File: config.mk
export PLATFORM = sky130hd
export DESIGN_NAME = spi_mm_master
export DESIGN_NICKNAME = d
export VERILOG_FILES = /design/src/rtl/spi_mm_pkg.sv /design/src/rtl/spi_mm_clkdiv.sv /design/src/rtl/spi_mm_engine.sv /design/src/rtl/spi_mm_csel.sv /design/src/rtl/spi_mm_master.sv
export SDC_FILE = /design/constraint.sdc
export NUM_CORES = 1
export LEC_CHECK = 0
export BUFFER_PORTS_ARGS = -buffer_cell sky130_fd_sc_hd__buf_2
export CORE_UTILIZATION = 59
export DETAILED_ROUTE_END_ITERATION = 10
export PLACE_DENSITY_LB_ADDON = 0.25
export SLEW_MARGIN = 20
export SYNTH_ARGS = -nofsm -noshare
export SYNTH_HDL_FRONTEND = slang
export SYNTH_HIERARCHICAL = 1
export SYNTH_SLANG_ARGS = --single-unit
File: constraint.sdc
create_clock -name clk -period 4.8 [get_ports clk]
set_clock_uncertainty 0.2 [all_clocks]
set_input_delay 0.48 -clock clk [delete_from_list [all_inputs] [get_ports clk]]
set_output_delay 0.48 -clock clk [all_outputs]
set_load 0.05 [all_outputs]
File: src/rtl/spi_mm_pkg.sv
package spi_mm_pkg;

   localparam int WORD_W = 32;
   localparam int LEN_W  = 5;
   localparam int RATE_W = 3;
   localparam int SEL_W  = 2;

   // word indices of the register window
   localparam logic [2:0] IDX_RXD = 3'd0;
   localparam logic [2:0] IDX_TXD = 3'd1;
   localparam logic [2:0] IDX_CTL = 3'd2;

   // control word bit positions
   localparam int B_EN    = 0;
   localparam int B_MST   = 1;
   localparam int B_GO    = 2;
   localparam int B_CPOL  = 4;
   localparam int B_CPHA  = 5;
   localparam int B_CSPOL = 7;
   localparam int B_LEN   = 8;
   localparam int B_RATE  = 16;
   localparam int B_SEL   = 24;

   typedef struct packed {
      logic [SEL_W-1:0]  sel;
      logic [RATE_W-1:0] rate;
      logic [LEN_W-1:0]  len_m1;
      logic              cspol;
      logic              cpha;
      logic              cpol;
      logic              mst;
      logic              en;
   } ctl_t;

   function automatic ctl_t ctl_unpack(input logic [WORD_W-1:0] w);
      ctl_t c;
      c.en     = w[B_EN];
      c.mst    = w[B_MST];
      c.cpol   = w[B_CPOL];
      c.cpha   = w[B_CPHA];
      c.cspol  = w[B_CSPOL];
      c.len_m1 = w[B_LEN +: LEN_W];
      c.rate   = w[B_RATE +: RATE_W];
      c.sel    = w[B_SEL +: SEL_W];
      return c;
   endfunction

   function automatic logic [WORD_W-1:0] ctl_pack(input ctl_t c, input logic go);
      logic [WORD_W-1:0] w;
      w                  = '0;
      w[B_EN]            = c.en;
      w[B_MST]           = c.mst;
      w[B_GO]            = go;
      w[B_CPOL]          = c.cpol;
      w[B_CPHA]          = c.cpha;
      w[B_CSPOL]         = c.cspol;
      w[B_LEN +: LEN_W]  = c.len_m1;
      w[B_RATE +: RATE_W] = c.rate;
      w[B_SEL +: SEL_W]  = c.sel;
      return w;
   endfunction

endpackage

File: src/rtl/spi_mm_clkdiv.sv
module spi_mm_clkdiv #(
   parameter int RATE_W = 3
) (
   input  logic              clk,
   input  logic              rst_n,
   input  logic              run,
   input  logic [RATE_W-1:0] rate,
   output logic              tick
);
   localparam int CNT_W = (1 << RATE_W) + 1;

   logic [CNT_W-1:0] cnt_q;
   logic [CNT_W-1:0] half_m1;

   // half period = 2^(rate+1) system cycles
   assign half_m1 = (CNT_W'(1) << ({1'b0, rate} + 1'b1)) - CNT_W'(1);
   assign tick    = run && (cnt_q == half_m1);

   always_ff @(posedge clk or negedge rst_n) begin
      if (!rst_n)          cnt_q <= '0;
      else if (!run || tick) cnt_q <= '0;
      else                 cnt_q <= cnt_q + CNT_W'(1);
   end
endmodule

File: src/rtl/spi_mm_engine.sv
module spi_mm_engine #(
   parameter int DATA_W = 32,
   parameter int LEN_W  = 5
) (
   input  logic              clk,
   input  logic              rst_n,
   input  logic              start,
   input  logic              tick,
   input  logic              cpol,
   input  logic              cpha,
   input  logic [LEN_W-1:0]  len_m1,
   input  logic [DATA_W-1:0] tx_word,
   input  logic              miso,
   output logic              busy,
   output logic              sclk,
   output logic              mosi,
   output logic [DATA_W-1:0] rx_word
);
   typedef enum logic [1:0] {ST_IDLE, ST_LEAD, ST_SHIFT, ST_TRAIL} st_e;

   st_e               st_q;
   logic              sclk_q, mosi_q;
   logic [LEN_W-1:0]  ptr_q;
   logic [LEN_W:0]    edge_q;
   logic [DATA_W-1:0] rx_sr_q, rx_q;

   logic lead_edge, last_edge, samp_edge, drv_edge;

   assign lead_edge = ~edge_q[0];
   assign last_edge = (edge_q == {len_m1, 1'b1});
   assign samp_edge = lead_edge ^ cpha;
   assign drv_edge  = cpha ? lead_edge : (~lead_edge && !last_edge);

   always_ff @(posedge clk or negedge rst_n) begin
      if (!rst_n) begin
         st_q    <= ST_IDLE;
         sclk_q  <= 1'b0;
         mosi_q  <= 1'b0;
         ptr_q   <= '0;
         edge_q  <= '0;
         rx_sr_q <= '0;
         rx_q    <= '0;
      end else if (st_q == ST_IDLE) begin
         if (start) begin
            st_q    <= ST_LEAD;
            sclk_q  <= ~cpol;
            edge_q  <= '0;
            rx_sr_q <= '0;
            if (!cpha) begin
               mosi_q <= tx_word[len_m1];
               ptr_q  <= len_m1 - LEN_W'(1);
            end else begin
               mosi_q <= 1'b0;
               ptr_q  <= len_m1;
            end
         end
      end else if (tick) begin
         if (st_q == ST_TRAIL) begin
            st_q   <= ST_IDLE;
            rx_q   <= rx_sr_q;
            mosi_q <= 1'b0;
         end else begin
            sclk_q <= ~sclk_q;
            edge_q <= edge_q + 1'b1;
            if (samp_edge) rx_sr_q <= {rx_sr_q[DATA_W-2:0], miso};
            if (drv_edge) begin
               mosi_q <= tx_word[ptr_q];
               ptr_q  <= ptr_q - LEN_W'(1);
            end
            st_q <= last_edge ? ST_TRAIL : ST_SHIFT;
         end
      end
   end

   assign busy    = (st_q != ST_IDLE);
   assign sclk    = sclk_q;
   assign mosi    = mosi_q;
   assign rx_word = rx_q;
endmodule

File: src/rtl/spi_mm_csel.sv
module spi_mm_csel #(
   parameter int NUM_CS = 4,
   parameter int SEL_W  = 2
) (
   input  logic             active,
   input  logic [SEL_W-1:0] sel,
   input  logic             act_hi,
   output logic [NUM_CS-1:0] cs
);
   for (genvar i = 0; i < NUM_CS; i++) begin : g_cs
      assign cs[i] = (active && (sel == SEL_W'(i))) ? act_hi : ~act_hi;
   end
endmodule

File: src/rtl/spi_mm_master.sv
module spi_mm_master
   import spi_mm_pkg::*;
#(
   parameter int DATA_W = 32,
   parameter int NUM_CS = 4,
   parameter int ADDR_W = 5
) (
   input  logic              clk,
   input  logic              rst_n,
   input  logic              bus_wr,
   input  logic [ADDR_W-1:0] bus_addr,
   input  logic [DATA_W-1:0] bus_wdata,
   output logic [DATA_W-1:0] bus_rdata,
   output logic              spi_sclk,
   output logic              spi_mosi,
   input  logic              spi_miso,
   output logic [NUM_CS-1:0] spi_cs
);
   localparam int IDX_W = ADDR_W - 2;

   if (DATA_W != WORD_W) begin : g_bad_width
      $error("spi_mm_master: DATA_W must equal the control word width");
   end
   if (NUM_CS != (1 << SEL_W)) begin : g_bad_cs
      $error("spi_mm_master: NUM_CS must match the select field");
   end
   if (ADDR_W < 5) begin : g_bad_addr
      $error("spi_mm_master: ADDR_W too small for eight registers");
   end

   logic [IDX_W-1:0]  idx;
   logic              addr_lsb_unused;
   ctl_t              ctl_q, ctl_nxt;
   logic [DATA_W-1:0] tx_q, rx_word;
   logic              busy, wr_ctl, wr_tx, start, tick, eng_sclk;

   assign idx             = bus_addr[ADDR_W-1:2];
   assign addr_lsb_unused = ^bus_addr[1:0];

   assign wr_ctl  = bus_wr && !busy && (idx == IDX_W'(IDX_CTL));
   assign wr_tx   = bus_wr && !busy && (idx == IDX_W'(IDX_TXD));
   assign ctl_nxt = wr_ctl ? ctl_unpack(bus_wdata) : ctl_q;
   assign start   = wr_ctl && bus_wdata[B_GO] && bus_wdata[B_EN] && bus_wdata[B_MST];

   always_ff @(posedge clk or negedge rst_n) begin
      if (!rst_n) begin
         ctl_q <= '0;
         tx_q  <= '0;
      end else begin
         ctl_q <= ctl_nxt;
         if (wr_tx) tx_q <= bus_wdata;
      end
   end

   always_comb begin
      if (idx == IDX_W'(IDX_RXD))      bus_rdata = rx_word;
      else if (idx == IDX_W'(IDX_TXD)) bus_rdata = tx_q;
      else if (idx == IDX_W'(IDX_CTL)) bus_rdata = ctl_pack(ctl_q, busy);
      else                             bus_rdata = '0;
   end

   spi_mm_clkdiv #(.RATE_W(RATE_W)) u_div (
      .clk   (clk),
      .rst_n (rst_n),
      .run   (busy),
      .rate  (ctl_q.rate),
      .tick  (tick)
   );

   spi_mm_engine #(.DATA_W(DATA_W), .LEN_W(LEN_W)) u_eng (
      .clk     (clk),
      .rst_n   (rst_n),
      .start   (start),
      .tick    (tick),
      .cpol    (ctl_nxt.cpol),
      .cpha    (ctl_nxt.cpha),
      .len_m1  (ctl_nxt.len_m1),
      .tx_word (tx_q),
      .miso    (spi_miso),
      .busy    (busy),
      .sclk    (eng_sclk),
      .mosi    (spi_mosi),
      .rx_word (rx_word)
   );

   // outside a frame the clock follows the programmed idle level
   assign spi_sclk = busy ? eng_sclk : ~ctl_q.cpol;

   spi_mm_csel #(.NUM_CS(NUM_CS), .SEL_W(SEL_W)) u_cs (
      .active (busy),
      .sel    (ctl_q.sel),
      .act_hi (ctl_q.cspol),
      .cs     (spi_cs)
   );
endmodule

==> flow_metrics.tcl, run 1 <==
set metrics [dict create \
    status "completed" \
    synthFlopType "dfrtp_1" \
    yosys.cell_types.count 64 \
    cts_hold_buf 0 \
    clock_path_buffers 2 \
    final_cell_count_no_fill 919 \
    wire_length_of_the_first_global_routing_pass_um 28300 \
    clock_tree_from_tritoncts "built" \
    maxSlewViolCount 0 \
    p_sw_mw 1.26 \
    highest_net_fanout_along_the_worst_path 64 \
    initial_utilization 0.612 \
    floorplan.core_area_um2 12100 \
    kind_of_end_point_of_the_critical_path "flip-flop" \
    clk_latency_ps 420 \
    setup_total_negative_slack_ps 0 \
    static-leakage-power_nw 4.06 \
    grt_pass1_vias 5409 \
    cts_buffers 17 \
    placement_rows 40 \
    setup_viol 0 \
    synth-edff-count 0 \
    path_class "reg2reg" \
    drt_wl_total_um 17200 \
    dr.pass1.iters 5 \
    via_count_of_the_routed_design 5374 \
    clock.fmax_ghz 0.245 \
    clkTransAtPathRegs_ps 60 \
    maxCapViolations 0 \
    syn_avg_cell_area_um2 10.9 \
    wl_per_cell_um 18.8 \
    p_sw_frac 0.333 \
    sequential_to_total_area_share_from_yosys_stat 0.456 \
    track_usage 0.289 \
    grt_antenna_before_repair 0 \
    sequentialPowerShare 0.389 \
    place_hpwl_um 11500 \
    vdd.ir_drop.worst_v 0.000357 \
    finalWeightedCongestion 0.878 \
    drt-vias-per-instance 5.85 \
    ctsHtreeMaxLevel 4 \
    route.detailed.drc 0 \
    intPower_mw 2.52 \
    cts.sinks 135 \
    syn2layout_area_growth_pct 13.7 \
    worstMarginPinSlew_ps 988 \
    r2r-start "ctl_q[11]" \
    die_height_um 114 \
    maxSlewHeadroom 0.341 \
    crit_start "ctl_q[11]" \
    cp.arrival_ps 4150 \
    cell_types_with_the_largest_area_share_after_synthesis "dfrtp_1 46%, mux2_4 6.1%, mux2i_1 5.5%" \
    share_comb_of_total_power 0.265 \
    cts-resized-gates 0 \
    cts_setup_buffers 0 \
    drive_gt1_frac 0.270 \
    die-area_um2 13000 \
    yosysWarningCount 6 \
    drt_iter0_markers 405 \
    asyncSetResetFlopFracSynth 1.00 \
    detail-route-antenna-nets 0 \
    grt_setup_unrepaired "false" \
    die_width_um 114 \
    n_fill_cell 919 \
    placed_insts 887 \
    synth_nets 727 \
    layout_min_cycle_time_ps 4080 \
    yosys.area.top_type "dfrtp_1" \
    crit_path_start_kind "flip-flop" \
    synthCells 679 \
    hold_viol_final 0 \
    grt_max_degree 79 \
    p_clk_frac 0.346 \
    num_antenna_cells 0 \
    num_io_pins 79 \
    power_density_over_the_cells_nw_per_um2 448 \
    synth.ff_latch_count 135 \
    port_buffers 76 \
    worst_ep_required_time_ps 4880 \
    cts-root-buf "clkbuf_16" \
    grt_remaining_overflow 0 \
    worstHoldPathType "in2async" \
    design.final.nets 786 \
    final.period_utilization 0.850 \
    post_synth_instance_area_um2 7420 \
    yosys.area.top_type_share 0.456 \
]
## stage by stage
| stage | area [µm²] | hold slack, ps | util | setup WS, ps | power (mW) |
|---|---|---|---|---|---|
| floorplan | 7420 | -15.6 | - | 838 | 2.22 |
| global placement | 7840 | 266 | 0.647 | 856 | 2.45 |
| detailed placement | 7840 | 282 | 0.647 | 743 | 2.48 |
| CTS | 8430 | 50.1 | 0.696 | 707 | 3.78 |
| global route | 8430 | 82.5 | 0.696 | 362 | 3.94 |
| finish | 8430 | 18.5 | 0.696 | 721 | 3.78 |
## cell type report
type,instances,area [µm²],share of cell area
timing repair buffer,86,458,0.0543
tap,168,210,0.0249
clock inverter,13,143,0.0169
clock buffer,19,453,0.0537
multi-input combinational,485,3740,0.444
inverter,13,48.8,0.00579
sequential,135,3380,0.401
## flip-flops by register name (all words and copies together) (netlist names)
signal,flops
ctl_q,15
u_eng/rx_word,32
u_eng/sclk,1
u_eng/rx_sr_q,32
u_eng/ptr_q,5
u_div/cnt_q,9
u_eng/edge_q,6
u_eng/mosi,1
u_eng/st_q,2
tx_q,32
## critical path, stage by stage (launching register included)
cell and delay [ps]:
dfrtp_1 520, nor3_1 290, inv_1 70, ha_1 270
or3_4 410, o31a_1 110, o32a_2 210, a2111oi_4 340
buf_4 210, and2_1 230, mux2i_1 150, nor2_1 130
buf_4 170, o21ai_4 60, buf_4 310, nand2_1 160
o21ai_1 80
## synth_stat cells (all sizes together), types with 6 or more instances
library cell,instances
nor2b,7
nand2,106
ha,7
clkbuf,23
mux2i,41
nor2,43
o21ai,43
buf,23
nor3,9
mux4,14
dfrtp,135
xor2,20
nand3,10
a21oi,26
xnor2,10
nand4,6
mux2,83
inv,13
or2,16
## cell usage in the layout, fill, tap and decap left out, types with 5 or more instances in the layout
cell / instances
or2_2: 16
mux2_2: 18
xor2_1: 20
inv_1: 12
mux2i_1: 41
dfrtp_1: 135
nor2_1: 43
nand4_1: 6
buf_4: 11
inv_6: 5
nor3_1: 9
o21ai_1: 39
clkbuf_16: 17
mux2_4: 30
a21oi_1: 26
mux2_1: 35
ha_1: 7
nand3_1: 10
nor2b_1: 7
nand2_1: 105
buf_2: 75
mux4_1: 5
xnor2_1: 10
mux4_2: 9
## power by group through the flow
stage	combinational [mW]	sequential (mW)	clock, mW
after floorplan	0.836	1.39	0
after global placement	0.976	1.47	0
after detailed placement	0.996	1.48	0
after CTS	0.998	1.47	1.32
after global routing	1.08	1.49	1.38
final	1.00	1.47	1.31
## logic make-up after synthesis
family | after synthesis | synth area share
buf+inv | 59 | 0.0415
fa+ha+maj | 7 | 0.0118
mux | 138 | 0.242
simple gates | 219 | 0.140
xor+xnor | 30 | 0.0354
other cells | 1 | 0.000506
compound gates | 90 | 0.0736
flops | 135 | 0.456
## routing by layer
| metal | part of all wire | wire length, µm | track usage | vias up |
|---|---|---|---|---|
| li1 | - | - | - | 2483 |
| met1 | 0.43 | 7330 | 0.376 | 2677 |
| met2 | 0.50 | 8560 | 0.469 | 165 |
| met3 | 0.048 | 828 | 0.0588 | 49 |
| met4 | 0.031 | 527 | 0.130 | 0 |
| met5 | 0 | 0 | 0 | - |
## worst paths after layout
| check | endpoint | slack (ps) | cells past startpoint |
|---|---|---|---|
| worst max-delay path | u_eng/rx_sr_q[17] | 720 | 16 |
| worst min-delay path | tx_q[11] | 20 | 1 |
| worst max register to register | u_eng/rx_sr_q[17] | 720 | 16 |
| worst min register to register | u_eng/rx_word[7] | 290 | 1 |
| max in group asynchronous | u_eng/rx_sr_q[0] | 3400 | 2 |
| min in group clk | tx_q[26] | 90 | 2 |
Power figures use the tool's default switching activity.
==> run 2, diff against run 1 <==
==> constraint.sdc (replaced) <==
create_clock -name clk -period 4 [get_ports clk]
set_clock_uncertainty 0.2 [all_clocks]
set_input_delay 0.4 -clock clk [delete_from_list [all_inputs] [get_ports clk]]
set_output_delay 0.4 -clock clk [all_outputs]
set_load 0.05 [all_outputs]
==> flow_metrics.tcl, run 2 (synthesis gave the netlist of run 1 again) <==
set metrics [dict create \
    static-leakage-power_nw 4.11 \
    status "completed" \
    grt_max_degree 82 \
    clkTransAtPathRegs_ps 60 \
    num_antenna_cells 0 \
    setup_viol 0 \
    num_io_pins 79 \
    worstHoldPathType "in2reg" \
    sequentialPowerShare 0.385 \
    crit_path_start_kind "flip-flop" \
    path_class "reg2reg" \
    design.final.nets 798 \
    highest_net_fanout_along_the_worst_path 64 \
    place_hpwl_um 11800 \
    power_density_over_the_cells_nw_per_um2 531 \
    port_buffers 76 \
    p_sw_mw 1.51 \
    grt_pass1_vias 5516 \
    grt_antenna_before_repair 0 \
    p_clk_frac 0.340 \
    intPower_mw 3.04 \
    drt_wl_total_um 17600 \
    postLayoutSetupSlackWorst_ps 189 \
    final.period_utilization 0.953 \
    maxCapViolations 0 \
    die_width_um 114 \
    cts_buffers 17 \
    dr.pass1.iters 5 \
    initial_utilization 0.612 \
    p_sw_frac 0.331 \
    setup_total_negative_slack_ps 0 \
    detail-route-antenna-nets 0 \
    clock_tree_from_tritoncts "built" \
    finalWeightedCongestion 0.856 \
    wire_length_of_the_first_global_routing_pass_um 28600 \
    share_comb_of_total_power 0.275 \
    final_cell_mix "135 x dfrtp_1, 105 x nand2_1, 75 x buf_2, 42 x nor2_1, 41 x mux2i_1" \
    layout_min_cycle_time_ps 3810 \
    clk_latency_ps 430 \
    die_height_um 114 \
    grt_remaining_overflow 0 \
    ctsHtreeMaxLevel 4 \
    clock.fmax_ghz 0.262 \
    grt_setup_unrepaired "false" \
    cts.sinks 135 \
    hold_viol_final 0 \
    commonest_non_fill_non_tap_cell_in_the_layout "dfrtp_1" \
    maxSlewHeadroom 0.499 \
    drt_iter0_markers 327 \
    cts-root-buf "clkbuf_16" \
    track_usage 0.293 \
    maxSlewViolCount 0 \
    vdd.ir_drop.worst_v 0.000331 \
    worstMarginPinSlew_ps 751 \
    clock_path_buffers 2 \
    wl_per_cell_um 18.9 \
    drive_gt1_frac 0.271 \
    placement_rows 40 \
    drt-vias-per-instance 5.82 \
    via_count_of_the_routed_design 5419 \
    route.detailed.drc 0 \
    placement_stage_worst_setup_slack_ps 160 \
    die-area_um2 13000 \
    syn2layout_area_growth_pct 15.4 \
    cp.arrival_ps 3910 \
    worst_ep_required_time_ps 4100 \
    kind_of_end_point_of_the_critical_path "flip-flop" \
    floorplan.core_area_um2 12100 \
]
[run 2: cell types whose count changed in the layout (fill, tap and decap cells not counted), sizes merged]
| cell | change |
|---|---|
| buf | +6 |
| dlygate4sd3 | +6 |
| inv | -4 |
| clkbuf | +3 |
| clkinv | +1 |
[run 2: path summary, 6_finish.rpt]
path	start	to	slack [ps]	depth (start not counted)
max in group asynchronous	rst_n	u_eng/rx_sr_q[14]	2430	3
setup / recovery	ctl_q[11]	u_eng/rx_sr_q[24]	190	15
min in group asynchronous	rst_n	u_eng/edge_q[0]	410	2
hold reg to reg	u_eng/rx_word[14]	u_eng/rx_word[14]	290	1
hold / removal	bus_wdata[19]	tx_q[19]	10	2
setup reg to reg	ctl_q[11]	u_eng/rx_sr_q[24]	190	15
[run 2: layer usage]
metal	share of wire	GRT usage	vias up	wire length, µm
met4	0.036	0.138	0	626
met3	0.051	0.0794	51	890
met2	0.49	0.473	151	8670
met1	0.42	0.369	2707	7380
met5	0	0	-	0
li1	-	-	2510	-
[run 2: cell type report]
| type | instances | area (µm²) |
|---|---|---|
| clock buffers | 22 | 464 |
| clock inverters | 10 | 120 |
| fillers | 898 | 3550 |
| well taps | 168 | 210 |
| inverters | 13 | 48.8 |
| flip-flops and latches | 135 | 3380 |
| repair buffers | 98 | 592 |
| multi-input cells | 485 | 3740 |
[run 2: worst max-delay path, cell delays in order, from the launching register on]
cell and delay [ps]:
dfrtp_1 370, nor3_1 290, inv_1 80, ha_1 290, or3_4 420, o31a_1 110
o32a_2 210, a2111oi_4 420, and2_1 270, mux2i_1 160, nor2_2 220, buf_4 180
o21ai_4 70, buf_12 190, nand2_1 110, o21ai_1 60
[run 2: power groups by stage]
| stage | Clock [mW] | Combinational, mW | Sequential [mW] |
|---|---|---|---|
| after floorplan | 0 | 1.00 | 1.66 |
| after global placement | 0 | 1.21 | 1.75 |
| after detailed placement | 0 | 1.24 | 1.76 |
| after CTS | 1.56 | 1.25 | 1.74 |
| after global routing | 1.63 | 1.35 | 1.77 |
| final | 1.54 | 1.25 | 1.75 |
[run 2: per-stage QoR]
| stage | std cells | power [mW] | util | area (µm²) | hold slack [ps] |
|---|---|---|---|---|---|
| after global routing | 931 | 4.75 | 0.707 | 8560 | 1.38 |
| after floorplan | 679 | 2.67 | - | 7420 | -95.6 |
| final | 931 | 4.55 | 0.707 | 8560 | 14.0 |
| after detailed placement | 892 | 2.99 | 0.652 | 7900 | 281 |
| after CTS | 929 | 4.55 | 0.705 | 8530 | 4.03 |
| after global placement | 892 | 2.95 | 0.652 | 7900 | 263 |
[run 2: timing repair]
item,in CTS,in global routing
buffers inserted,0,1
hold buffers,5,1
setup endpoints to repair,0,37
endpoints found under the hold margin,5,80
gates resized for setup,0,1
